--- config.mk ---
export PLATFORM = sky130hd
export DESIGN_NAME = nand_evt_irq
export DESIGN_NICKNAME = d
export VERILOG_FILES = /design/src/rtl/nand_evt_pkg.sv /design/src/rtl/nevt_rst_sync.sv /design/src/rtl/nevt_rb_edge.sv /design/src/rtl/nevt_flag.sv /design/src/rtl/nevt_prio.sv /design/src/rtl/nand_evt_irq.sv
export SDC_FILE = /design/constraint.sdc
export NUM_CORES = 1
export LEC_CHECK = 0
export BUFFER_PORTS_ARGS = -buffer_cell sky130_fd_sc_hd__clkbuf_2
export CAP_MARGIN = 20
export CELL_PAD_IN_SITES_DETAIL_PLACEMENT = 1
export CELL_PAD_IN_SITES_GLOBAL_PLACEMENT = 2
export CORE_MARGIN = 5
export CORE_UTILIZATION = 20
export CTS_CLUSTER_SIZE = 8
export DETAILED_ROUTE_END_ITERATION = 8
export PLACE_DENSITY_LB_ADDON = 0.1
export SKIP_CTS_REPAIR_TIMING = 1
export SYNTH_ARGS = -nofsm -noshare
export SYNTH_HDL_FRONTEND = slang
export SYNTH_HIERARCHICAL = 1
export SYNTH_SLANG_ARGS = --single-unit
--- constraint.sdc ---
create_clock -name clk -period 1.4 [get_ports clk]
set_clock_uncertainty 0.2 [all_clocks]
set_input_delay 0.28 -clock clk [delete_from_list [all_inputs] [get_ports clk]]
set_output_delay 0.28 -clock clk [all_outputs]
set_load 0.05 [all_outputs]
--- src/rtl/nand_evt_pkg.sv ---
package nand_evt_pkg;
  // Event index order is also the service priority (index 0 wins).
  localparam int NEV = 4;
  localparam int IDX_ILL = 0;
  localparam int IDX_RB  = 1;
  localparam int IDX_ENC = 2;
  localparam int IDX_DEC = 3;
  localparam int CODE_W  = $clog2(NEV);

  typedef logic [CODE_W-1:0] cause_t;

  // Status word bit that holds the flag of event i.
  function automatic int stat_pos(input int i);
    case (i)
      IDX_ILL: stat_pos = 5;
      IDX_RB:  stat_pos = 4;
      IDX_ENC: stat_pos = 7;
      default: stat_pos = 6;
    endcase
  endfunction

  // Control word bit that enables event i.
  function automatic int en_pos(input int i);
    case (i)
      IDX_ILL: en_pos = 10;
      IDX_RB:  en_pos = 9;
      IDX_ENC: en_pos = 11;
      default: en_pos = 12;
    endcase
  endfunction
endpackage

--- src/rtl/nevt_rst_sync.sv ---
module nevt_rst_sync #(
  parameter int STAGES = 2
) (
  input  logic clk,
  input  logic arst_n,
  output logic srst_n
);
  logic [STAGES-1:0] sh_q;
  logic [STAGES-1:0] sh_d;

  always_comb begin
    sh_d = {sh_q[STAGES-2:0], 1'b1};
  end

  always_ff @(posedge clk or negedge arst_n) begin
    if (!arst_n) sh_q <= '0;
    else         sh_q <= sh_d;
  end

  assign srst_n = sh_q[STAGES-1];
endmodule

--- src/rtl/nevt_rb_edge.sv ---
module nevt_rb_edge #(
  parameter int STAGES = 2
) (
  input  logic clk,
  input  logic rst_n,
  input  logic rb_async,
  output logic rise
);
  // Reset to "ready" so a pin already high at reset gives no edge.
  logic [STAGES-1:0] sync_q;
  logic [STAGES-1:0] sync_d;
  logic              last_q;
  logic              last_d;

  always_comb begin
    sync_d = {sync_q[STAGES-2:0], rb_async};
    last_d = sync_q[STAGES-1];
  end

  always_ff @(posedge clk or negedge rst_n) begin
    if (!rst_n) begin
      sync_q <= '1;
      last_q <= 1'b1;
    end else begin
      sync_q <= sync_d;
      last_q <= last_d;
    end
  end

  assign rise = sync_q[STAGES-1] & ~last_q;
endmodule

--- src/rtl/nevt_flag.sv ---
module nevt_flag (
  input  logic clk,
  input  logic rst_n,
  input  logic set,
  input  logic clr,
  output logic q
);
  logic d;

  // Set beats clear.
  always_comb begin
    d = set | (q & ~clr);
  end

  always_ff @(posedge clk or negedge rst_n) begin
    if (!rst_n) q <= 1'b0;
    else        q <= d;
  end
endmodule

--- src/rtl/nevt_prio.sv ---
module nevt_prio #(
  parameter int N  = 4,
  parameter int CW = $clog2(N)
) (
  input  logic [N-1:0]  req,
  output logic          vld,
  output logic [CW-1:0] code
);
  always_comb begin
    vld  = 1'b0;
    code = '0;
    for (int i = N - 1; i >= 0; i--) begin
      if (req[i]) begin
        vld  = 1'b1;
        code = CW'(i);
      end
    end
  end
endmodule

--- src/rtl/nand_evt_irq.sv ---
module nand_evt_irq
  import nand_evt_pkg::*;
#(
  parameter int DW          = 16,
  parameter int SYNC_STAGES = 2
) (
  input  logic          clk,
  input  logic          rst_n,
  input  logic          reg_wr,
  input  logic          reg_addr,
  input  logic [DW-1:0] reg_wdata,
  output logic [DW-1:0] reg_rdata,
  input  logic          ev_illegal,
  input  logic          ev_enc_done,
  input  logic          ev_dec_done,
  input  logic          rb_async,
  output logic          irq,
  output logic          cause_vld,
  output logic [1:0]    cause
);
  logic           core_rst_n;
  logic           rb_rise;
  logic           wr_stat;
  logic           wr_ctrl;
  logic [NEV-1:0] ev_vec;
  logic [NEV-1:0] clr_vec;
  logic [NEV-1:0] flag_q;
  logic [NEV-1:0] en_q;
  logic [NEV-1:0] en_d;
  logic [NEV-1:0] pend;
  cause_t         code;

  nevt_rst_sync #(.STAGES(2)) u_rst (
    .clk    (clk),
    .arst_n (rst_n),
    .srst_n (core_rst_n)
  );

  nevt_rb_edge #(.STAGES(SYNC_STAGES)) u_rb (
    .clk      (clk),
    .rst_n    (core_rst_n),
    .rb_async (rb_async),
    .rise     (rb_rise)
  );

  assign wr_stat = reg_wr & ~reg_addr;
  assign wr_ctrl = reg_wr &  reg_addr;

  always_comb begin
    ev_vec          = '0;
    ev_vec[IDX_ILL] = ev_illegal;
    ev_vec[IDX_RB]  = rb_rise;
    ev_vec[IDX_ENC] = ev_enc_done;
    ev_vec[IDX_DEC] = ev_dec_done;
  end

  for (genvar i = 0; i < NEV; i++) begin : g_flag
    assign clr_vec[i] = wr_stat & reg_wdata[stat_pos(i)];
    nevt_flag u_flag (
      .clk   (clk),
      .rst_n (core_rst_n),
      .set   (ev_vec[i]),
      .clr   (clr_vec[i]),
      .q     (flag_q[i])
    );
  end

  // Enable register with explicit clock enable.
  always_comb begin
    en_d = en_q;
    if (wr_ctrl) begin
      for (int i = 0; i < NEV; i++) en_d[i] = reg_wdata[en_pos(i)];
    end
  end

  always_ff @(posedge clk or negedge core_rst_n) begin
    if (!core_rst_n) en_q <= '0;
    else             en_q <= en_d;
  end

  assign pend = flag_q & en_q;
  assign irq  = |pend;

  nevt_prio #(.N(NEV), .CW(CODE_W)) u_prio (
    .req  (pend),
    .vld  (cause_vld),
    .code (code)
  );
  assign cause = code;

  always_comb begin
    reg_rdata = '0;
    for (int i = 0; i < NEV; i++) begin
      if (reg_addr) reg_rdata[en_pos(i)]   = en_q[i];
      else          reg_rdata[stat_pos(i)] = flag_q[i];
    end
  end
endmodule

==> flow_summary_export.csv, run 1 <==
group,metric,value,unit
worst_setup_path,crit_path_end_kind,"primary output",
logic_synthesis,syn_inst,62,
finish,drive_gt1_share,66.4,%
route,wl,1850,um
grt,grt_max_degree,12,
placed_design,place_congestion,0.678,
floorplanning,die-area,0.00466,mm2
logic_synthesis,syn_area,679,um2
placed_design,io_buffers,27,
timing,setup_viol,12,
logic_synthesis,yosysWarnings,6,
grt,antenna_found_initial,0,
worst_setup_path,r2r_slack,210,ps
timing,drv_slew,0,
worst_setup_path,worst_r2r_path_depth,3,
power,finalPower,1.36,mW
timing,fin_crit,1980,ps
route,routedWlPerCell,11.6,um
worst_setup_path,r2r_end,"en_q[2]",
clocking,cts_tree,"done",
placed_design,dpl.hpwl,1380,um
floorplanning,dieWidth,68.3,um
route,drtIter0Drc,11,
logic_synthesis,synth_top_cell_area_share,36.8,%
clocking,cts_root_buf,"clkbuf_4",
clocking,clk_latency,260,ps
clocking,cts_buffers,3,
logic_synthesis,ys_seq_elements,13,
grt,track_usage,7.49,%
worst_setup_path,critPathKind,"reg2out",
min_path,min_path_type,"reg2async",
route,dr_total_vias,564,
logic_synthesis,avgSynthCellArea,11.0,um2
worst_setup_path,worst_setup_path_start_kind,"flip-flop",
power,power_density,1050,mW/mm2
route,drt-vias-per-instance,3.55,
logic_synthesis,ys_types,18,
grt,grt_pass1_wl,2580,um
floorplanning,initial_utilization,20.5,%
floorplanning,pin_count,44,
timing,rsz0062_at_grt,"yes",
grt,gr-total-overflow,0,
timing,finalCritPeriodShare,142,%
route,dr.pass1.iters,2,
finish,utilization,39.0,%
timing,hold_violations,8,
finish,final_common_cell,"clkbuf_2",
clocking,cts_sinks,13,
power,leakage,0.629,nW
route,post-route-drc-count,0,
clocking,clk_path_buf_depth,2,
clocking,clk_pin_slew,80,ps
outcome,status,"complete, but fails checks",
finish,final_nets,138,
floorplanning,die_h,68.3,um
finish,nFillCells,392,
route,postRouteAntennaNets,0,
outcome,violations,"negative hold slack, negative setup slack",
timing,whs,-13.9,ps
finish,final_cell_mix,"clkbuf_2 (15), buf_6 (13), dfrtp_1 (10), conb_1 (9), and2_4 (8)",
worst_setup_path,cp_data_required_time,920,ps
finish,area_growth,90.2,%
floorplanning,coreArea,0.00331,mm2
timing,max_clock_freq,0.504,GHz
finish,diodes,0,
logic_synthesis,ys_seq_area_share,48.4,%
worst_setup_path,worst-path-max-fanout,2,
placed_design,dp_slack,-391,ps
timing,worst_slack,-582,ps
power,ir_drop,0.293,mV
run,cap_violations,0,
logic_synthesis,synth_area_leaders,"dfrtp_1 (37%), dfstp_2 (12%), and2_1 (9.2%)",
logic_synthesis,yosys.area.top_type,"dfrtp_1",
grt,grt_pass1_vias,578,
clocking,ctsHtreeMaxLevel,1,
floorplanning,rows,21,
worst_setup_path,worstReg2RegStart,"en_q[2]",
worst_setup_path,cp.arrival,1500,ps
## worst max-delay path, stage by stage (launching register included)
cell and delay, ps:
dfrtp_1 380, and2_4 160, or4_4 530, buf_8 170
## metal layers
metal  track usage, %  part of all wire [%]  wire length (um)
met5                0                     0                 0
met4             2.98                  0.43                 8
met3             1.64                   6.5               120
met2             11.2                    53               984
met1             10.4                    40               736
## cell families (layout without fill, tap and decap cells)
kind of cell | Yosys count | count (layout) | share of synthesized area, %
muxes | 4 | 4 | 8.84
DFF | 13 | 13 | 48.4
other | 2 | 9 | 1.11
buffers and inverters | 13 | 57 | 11.6
AOI/OAI and AO/OA | 5 | 5 | 5.71
and+or+nand+nor | 25 | 25 | 24.3
## synth_stat cells, drive strengths merged
cell     n
conb     2
a21o     4
buf      8
nor2b    6
dfrtp   10
and2    12
a21oi    1
nand2b   1
mux2     4
or4      1
dfstp    3
nor2     2
nand2    2
inv      5
nor3     1
## report_power, final
part / internal (mW) / switching [mW]
Combinational: 0.355 / 0.348
Sequential: 0.411 / 0.0263
Clock: 0.110 / 0.107
Total: 0.876 / 0.481
## sequential cells by signal, summed over array words and instances (netlist names)
name             flops
en_q                 4
g_flag.u_flag/q      4
u_rb/sync_q          2
u_rst/sh_q           2
u_rb/last_q          1
## per-stage QoR
step                      cells  cell area [um2]  TNS [ps]
after floorplan              69              732      -625
after global placement      146             1040     -1080
after detailed placement    146             1040     -1140
after CTS                   150             1070     -3850
after global routing        159             1290     -3860
final                       159             1290     -3180
## layout make-up
cell class	count	area, um2	share of cell area (%)
Clock buffer	4	26.3	2.03
Multi-Input combinational cell	43	382	29.5
Timing Repair Buffer	48	479	37.1
Inverter	5	18.8	1.45
Sequential cell	13	329	25.5
Tap cell	46	57.6	4.45
## worst max-delay path by stage
stage / cells past startpoint / to / startpoint / slack [ps]
detailed placement: 3 / irq / g_flag[2].u_flag/q / -390
floorplan: 2 / irq / en_q[0] / -240
finish: 3 / irq / g_flag[3].u_flag/q / -580
global placement: 3 / irq / g_flag[2].u_flag/q / -350
CTS: 3 / irq / g_flag[2].u_flag/q / -680
global route: 3 / irq / g_flag[3].u_flag/q / -630
Power figures use the tool's default switching activity.
==> run 2: changes to the inputs <==
Settings changed: CTS_BUF_LIST from default to sky130_fd_sc_hd__clkbuf_16, SLEW_MARGIN from default to 10.
==> flow_summary_export.csv, run 2 (synthesis results as in run 1) <==
group,metric,value,unit
worst_setup_path,crit_path_end_kind,"primary output",
floorplanning,die-area,0.00466,mm2
grt,grt_pass1_wl,2610,um
finish,final_nets,136,
grt,track_usage,7.60,%
worst_setup_path,cp.arrival,1470,ps
floorplanning,coreArea,0.00331,mm2
finish,final_common_cell,"clkbuf_2",
grt,antenna_found_initial,0,
power,finalPower,1.64,mW
placed_design,place_congestion,0.678,
timing,setup_viol,12,
min_path,min_path_type,"reg2async",
worst_setup_path,max_stage_delay,530,ps
power,p_sw,505,uW
floorplanning,die_h,68.3,um
finish,final_cell_mix,"clkbuf_2 (15), buf_6 (12), dfrtp_1 (10), conb_1 (9)",
route,wl,1820,um
route,dr.pass1.iters,2,
placed_design,io_buffers,27,
power,swShare,30.8,%
worst_setup_path,worst_setup_path_start_kind,"flip-flop",
timing,drv_slew,0,
finish,diodes,0,
route,postRouteAntennaNets,0,
floorplanning,initial_utilization,20.5,%
worst_setup_path,r2r_end,"en_q[2]",
power,power_density,1250,mW/mm2
clocking,clk_pin_slew,40,ps
clocking,cts_sinks,13,
worst_setup_path,r2r_slack,210,ps
worst_setup_path,cp_slowest_cell,"or4_4",
timing,tns,-2780,ps
grt,grt_max_degree,12,
route,post-route-drc-count,0,
power,power_frac_comb,41.9,%
timing,fin_crit,1950,ps
worst_setup_path,setup.worst_path.start,"g_flag[3].u_flag/q",
floorplanning,pin_count,44,
timing,max_clock_freq,0.513,GHz
finish,area_growth,93.7,%
worst_setup_path,critPathKind,"reg2out",
worst_setup_path,cp_data_required_time,920,ps
power,p_seq_share,26.8,%
route,drt-vias-per-instance,3.48,
power,intPower,1.13,mW
power,p_clk_share,31.3,%
route,dr_total_vias,547,
power,ir_drop,0.388,mV
timing,hold_violations,8,
worst_setup_path,worstReg2RegStart,"en_q[2]",
worst_setup_path,worst-path-max-fanout,2,
floorplanning,rows,21,
clocking,cts_tree,"done",
timing,worst_slack,-549,ps
clocking,clk_latency,230,ps
worst_setup_path,crit_path_cell_trace,"and2_4 > or4_4 > buf_8",
timing,rsz0062_at_grt,"yes",
grt,grt_pass1_vias,571,
floorplanning,dieWidth,68.3,um
outcome,status,"complete, but fails checks",
outcome,violations,"negative hold slack, negative setup slack",
clocking,cts_root_buf,"clkbuf_16",
clocking,ctsHtreeMaxLevel,1,
route,routedWlPerCell,11.6,um
timing,finalCritPeriodShare,139,%
finish,top_regs,"en_q (4), g_flag.u_flag/q (4)",
grt,gr-total-overflow,0,
clocking,cts_buffers,3,
finish,drive_gt1_share,67.6,%
run,cap_violations,0,
worst_setup_path,worst_r2r_path_depth,3,
clocking,clk_path_buf_depth,2,
placed_design,dpl.hpwl,1380,um
power,leakage,0.646,nW
timing,whs,-26.2,ps
route,drtIter0Drc,6,
[run 2: cell types whose count changed in the layout (fill, tap and decap cells not counted), sizes merged]
cell / before / now
dlygate4sd3: 4 / 2
clkbuf: 19 / 18
inv: 5 / 6
[run 2: cell type report]
cell class,count,area (um2)
multi-input combinational,43,377
clock inverter,1,3.75
fill,395,1990
inverter,5,18.8
sequential,13,329
clock buffer,3,75.1
timing repair buffer,46,455
tap,46,57.6
[run 2: layer usage]
| metal | part of all wire (%) | vias to the layer above | wire (um) | GRT usage (%) |
|---|---|---|---|---|
| met5 | 0 | - | 0 | 0 |
| met4 | 0.44 | 0 | 8 | 2.98 |
| met3 | 6.0 | 2 | 109 | 2.13 |
| met2 | 52 | 18 | 942 | 11.1 |
| met1 | 42 | 253 | 761 | 10.5 |
| li1 | - | 274 | - | - |
[run 2: per-stage QoR]
step	setup slack, ps	instances	cell area (um2)	util, %	hold slack [ps]
final	-549	157	1320	39.8	-26.2
after global placement	-354	146	1040	31.6	-133
after global routing	-580	157	1320	39.8	34.3
after CTS	-644	150	1120	33.9	-384
after detailed placement	-391	146	1040	31.6	-131
after floorplan	-235	69	732	-	-216
[run 2: how the worst max path moves through the flow]
stage / end / slack [ps]
after floorplan: irq / -240
after global placement: irq / -350
after CTS: irq / -640
final: irq / -550
after global routing: irq / -580
after detailed placement: irq / -390
[run 2: critical path: cells and delay by family, from the launching register on]
kind | cells | cell delay (ps)
buf+inv | 1 | 170
flops | 1 | 370
simple gates | 2 | 690
[run 2: power groups by stage]
stage                     sequential, mW  clock (mW)  combinational (mW)
after floorplan                    0.437           0               0.347
after global placement             0.437           0               0.551
after detailed placement           0.440           0               0.555
after CTS                          0.435       0.530               0.556
after global routing               0.444       0.548               0.725
final                              0.439       0.513               0.687
==> run 3: changes to the inputs <==
Settings changed: MAX_ROUTING_LAYER from default to met4, TNS_END_PERCENT from default to 20.
==> flow_summary_export.csv, run 3 (synthesis results as in run 1) <==
group,metric,value,unit
route,dr_total_vias,525,
finish,multiInputGateArea,337,um2
grt,grt_max_degree,12,
clocking,cts_buffers,3,
worst_setup_path,critPathKind,"reg2out",
clocking,clk_path_buf_depth,2,
power,power_density,1300,mW/mm2
worst_setup_path,cp.arrival,1460,ps
finish,final_cell_mix,"clkbuf_2 (15), buf_4 (11), dfrtp_1 (10), conb_1 (9)",
floorplanning,pin_count,44,
floorplanning,die_h,68.3,um
grt,grt_pass1_wl,2480,um
clocking,cts_root_buf,"clkbuf_16",
outcome,violations,"negative hold slack, negative setup slack",
route,dr.pass1.iters,2,
floorplanning,dieWidth,68.3,um
timing,worst_slack,-540,ps
finish,final_common_cell,"clkbuf_2",
finish,seqCellArea,329,um2
placed_design,dpl.hpwl,1330,um
worst_setup_path,worst_setup_path_start_kind,"flip-flop",
outcome,status,"complete, but fails checks",
placed_design,io_buffers,27,
floorplanning,coreArea,0.00331,mm2
finish,nFillCells,394,
finish,top_regs,"en_q (4), g_flag.u_flag/q (4)",
route,drt-vias-per-instance,3.45,
worst_setup_path,cp_data_required_time,920,ps
finish,final_nets,131,
run,cap_violations,0,
min_path,min_path_type,"reg2async",
timing,setup_viol,12,
grt,grt_pass1_vias,566,
timing,max_clock_freq,0.515,GHz
route,drtIter0Drc,4,
route,post-route-drc-count,0,
route,wl,1560,um
power,leakage,0.583,nW
clocking,cts_sinks,13,
placed_design,place_congestion,0.695,
grt,gr-total-overflow,0,
timing,hold_violations,8,
timing,whs,-19.8,ps
route,postRouteAntennaNets,0,
route,routedWlPerCell,10.3,um
clocking,clk_pin_slew,40,ps
grt,antenna_found_initial,0,
worst_setup_path,worst-path-max-fanout,3,
worst_setup_path,worst_r2r_path_depth,2,
clocking,clk_latency,230,ps
floorplanning,rows,21,
placed_design,placed_cells,146,
clocking,cts_tree,"done",
finish,finalNonFillerCells,152,
worst_setup_path,r2r_slack,340,ps
timing,rsz0062_at_grt,"yes",
finish,diodes,0,
worst_setup_path,r2r_end,"en_q[0]",
floorplanning,initial_utilization,20.5,%
timing,finalCritPeriodShare,139,%
worst_setup_path,crit_path_end_kind,"primary output",
placed_design,dp_slack,-364,ps
finish,drive_gt1_share,59.4,%
worst_setup_path,worstReg2RegStart,"en_q[0]",
power,ir_drop,0.536,mV
finish,area_growth,74.4,%
clocking,ctsHtreeMaxLevel,1,
grt,track_usage,7.52,%
timing,drv_slew,0,
floorplanning,die-area,0.00466,mm2
timing,fin_crit,1940,ps
==> run 3: layout make-up <==
cell class                 instances  area share (%)
timing repair buffer              41            30.7
multi-input combinational         43            28.4
sequential                        13            27.8
clock buffer                       3            6.34
tap                               46            4.86
inverter                           5            1.58
clock inverter                     1           0.317
==> run 3: worst max-delay path, stage by stage, from the launching register on <==
cell	delay (ps)
dfrtp_1	370
and2_4	160
or4_4	530
buf_6	170
==> run 3: through the flow <==
step | utilization (%) | hold WS (ps) | TNS, ps | instance area (um2) | total power, mW
finish | 35.8 | -19.8 | -2600 | 1180 | 1.54
global route | 35.8 | 23.3 | -3180 | 1180 | 1.62
CTS | 33.6 | -381 | -3240 | 1110 | 1.52
detailed placement | 31.2 | -134 | -1060 | 1030 | 0.997
global placement | 31.2 | -135 | -955 | 1030 | 0.992
floorplan | - | -216 | -1240 | 719 | 0.778
==> run 3: worst max path at each step <==
stage                     endpoint  cells after the start               start
after floorplan                irq                      2             en_q[0]
after global placement         irq                      3  g_flag[2].u_flag/q
after detailed placement       irq                      3  g_flag[2].u_flag/q
after CTS                      irq                      3  g_flag[2].u_flag/q
after global routing           irq                      3  g_flag[2].u_flag/q
final                          irq                      3  g_flag[2].u_flag/q
==> run 3: routing by layer <==
layer  part of all wire [%]  track usage [%]  up-vias
met5                      0                -        -
met4                   0.70             2.23        0
met3                    6.6             2.79        2
met2                     53             12.5       18
met1                     40             8.38      242
li1                       -                -      263
==> run 3: where the power goes <==
group / internal, mW / switching [mW] / total [mW]
Combinational: 0.280 / 0.308 / 0.588
Sequential: 0.413 / 0.0215 / 0.434
Clock: 0.375 / 0.142 / 0.517
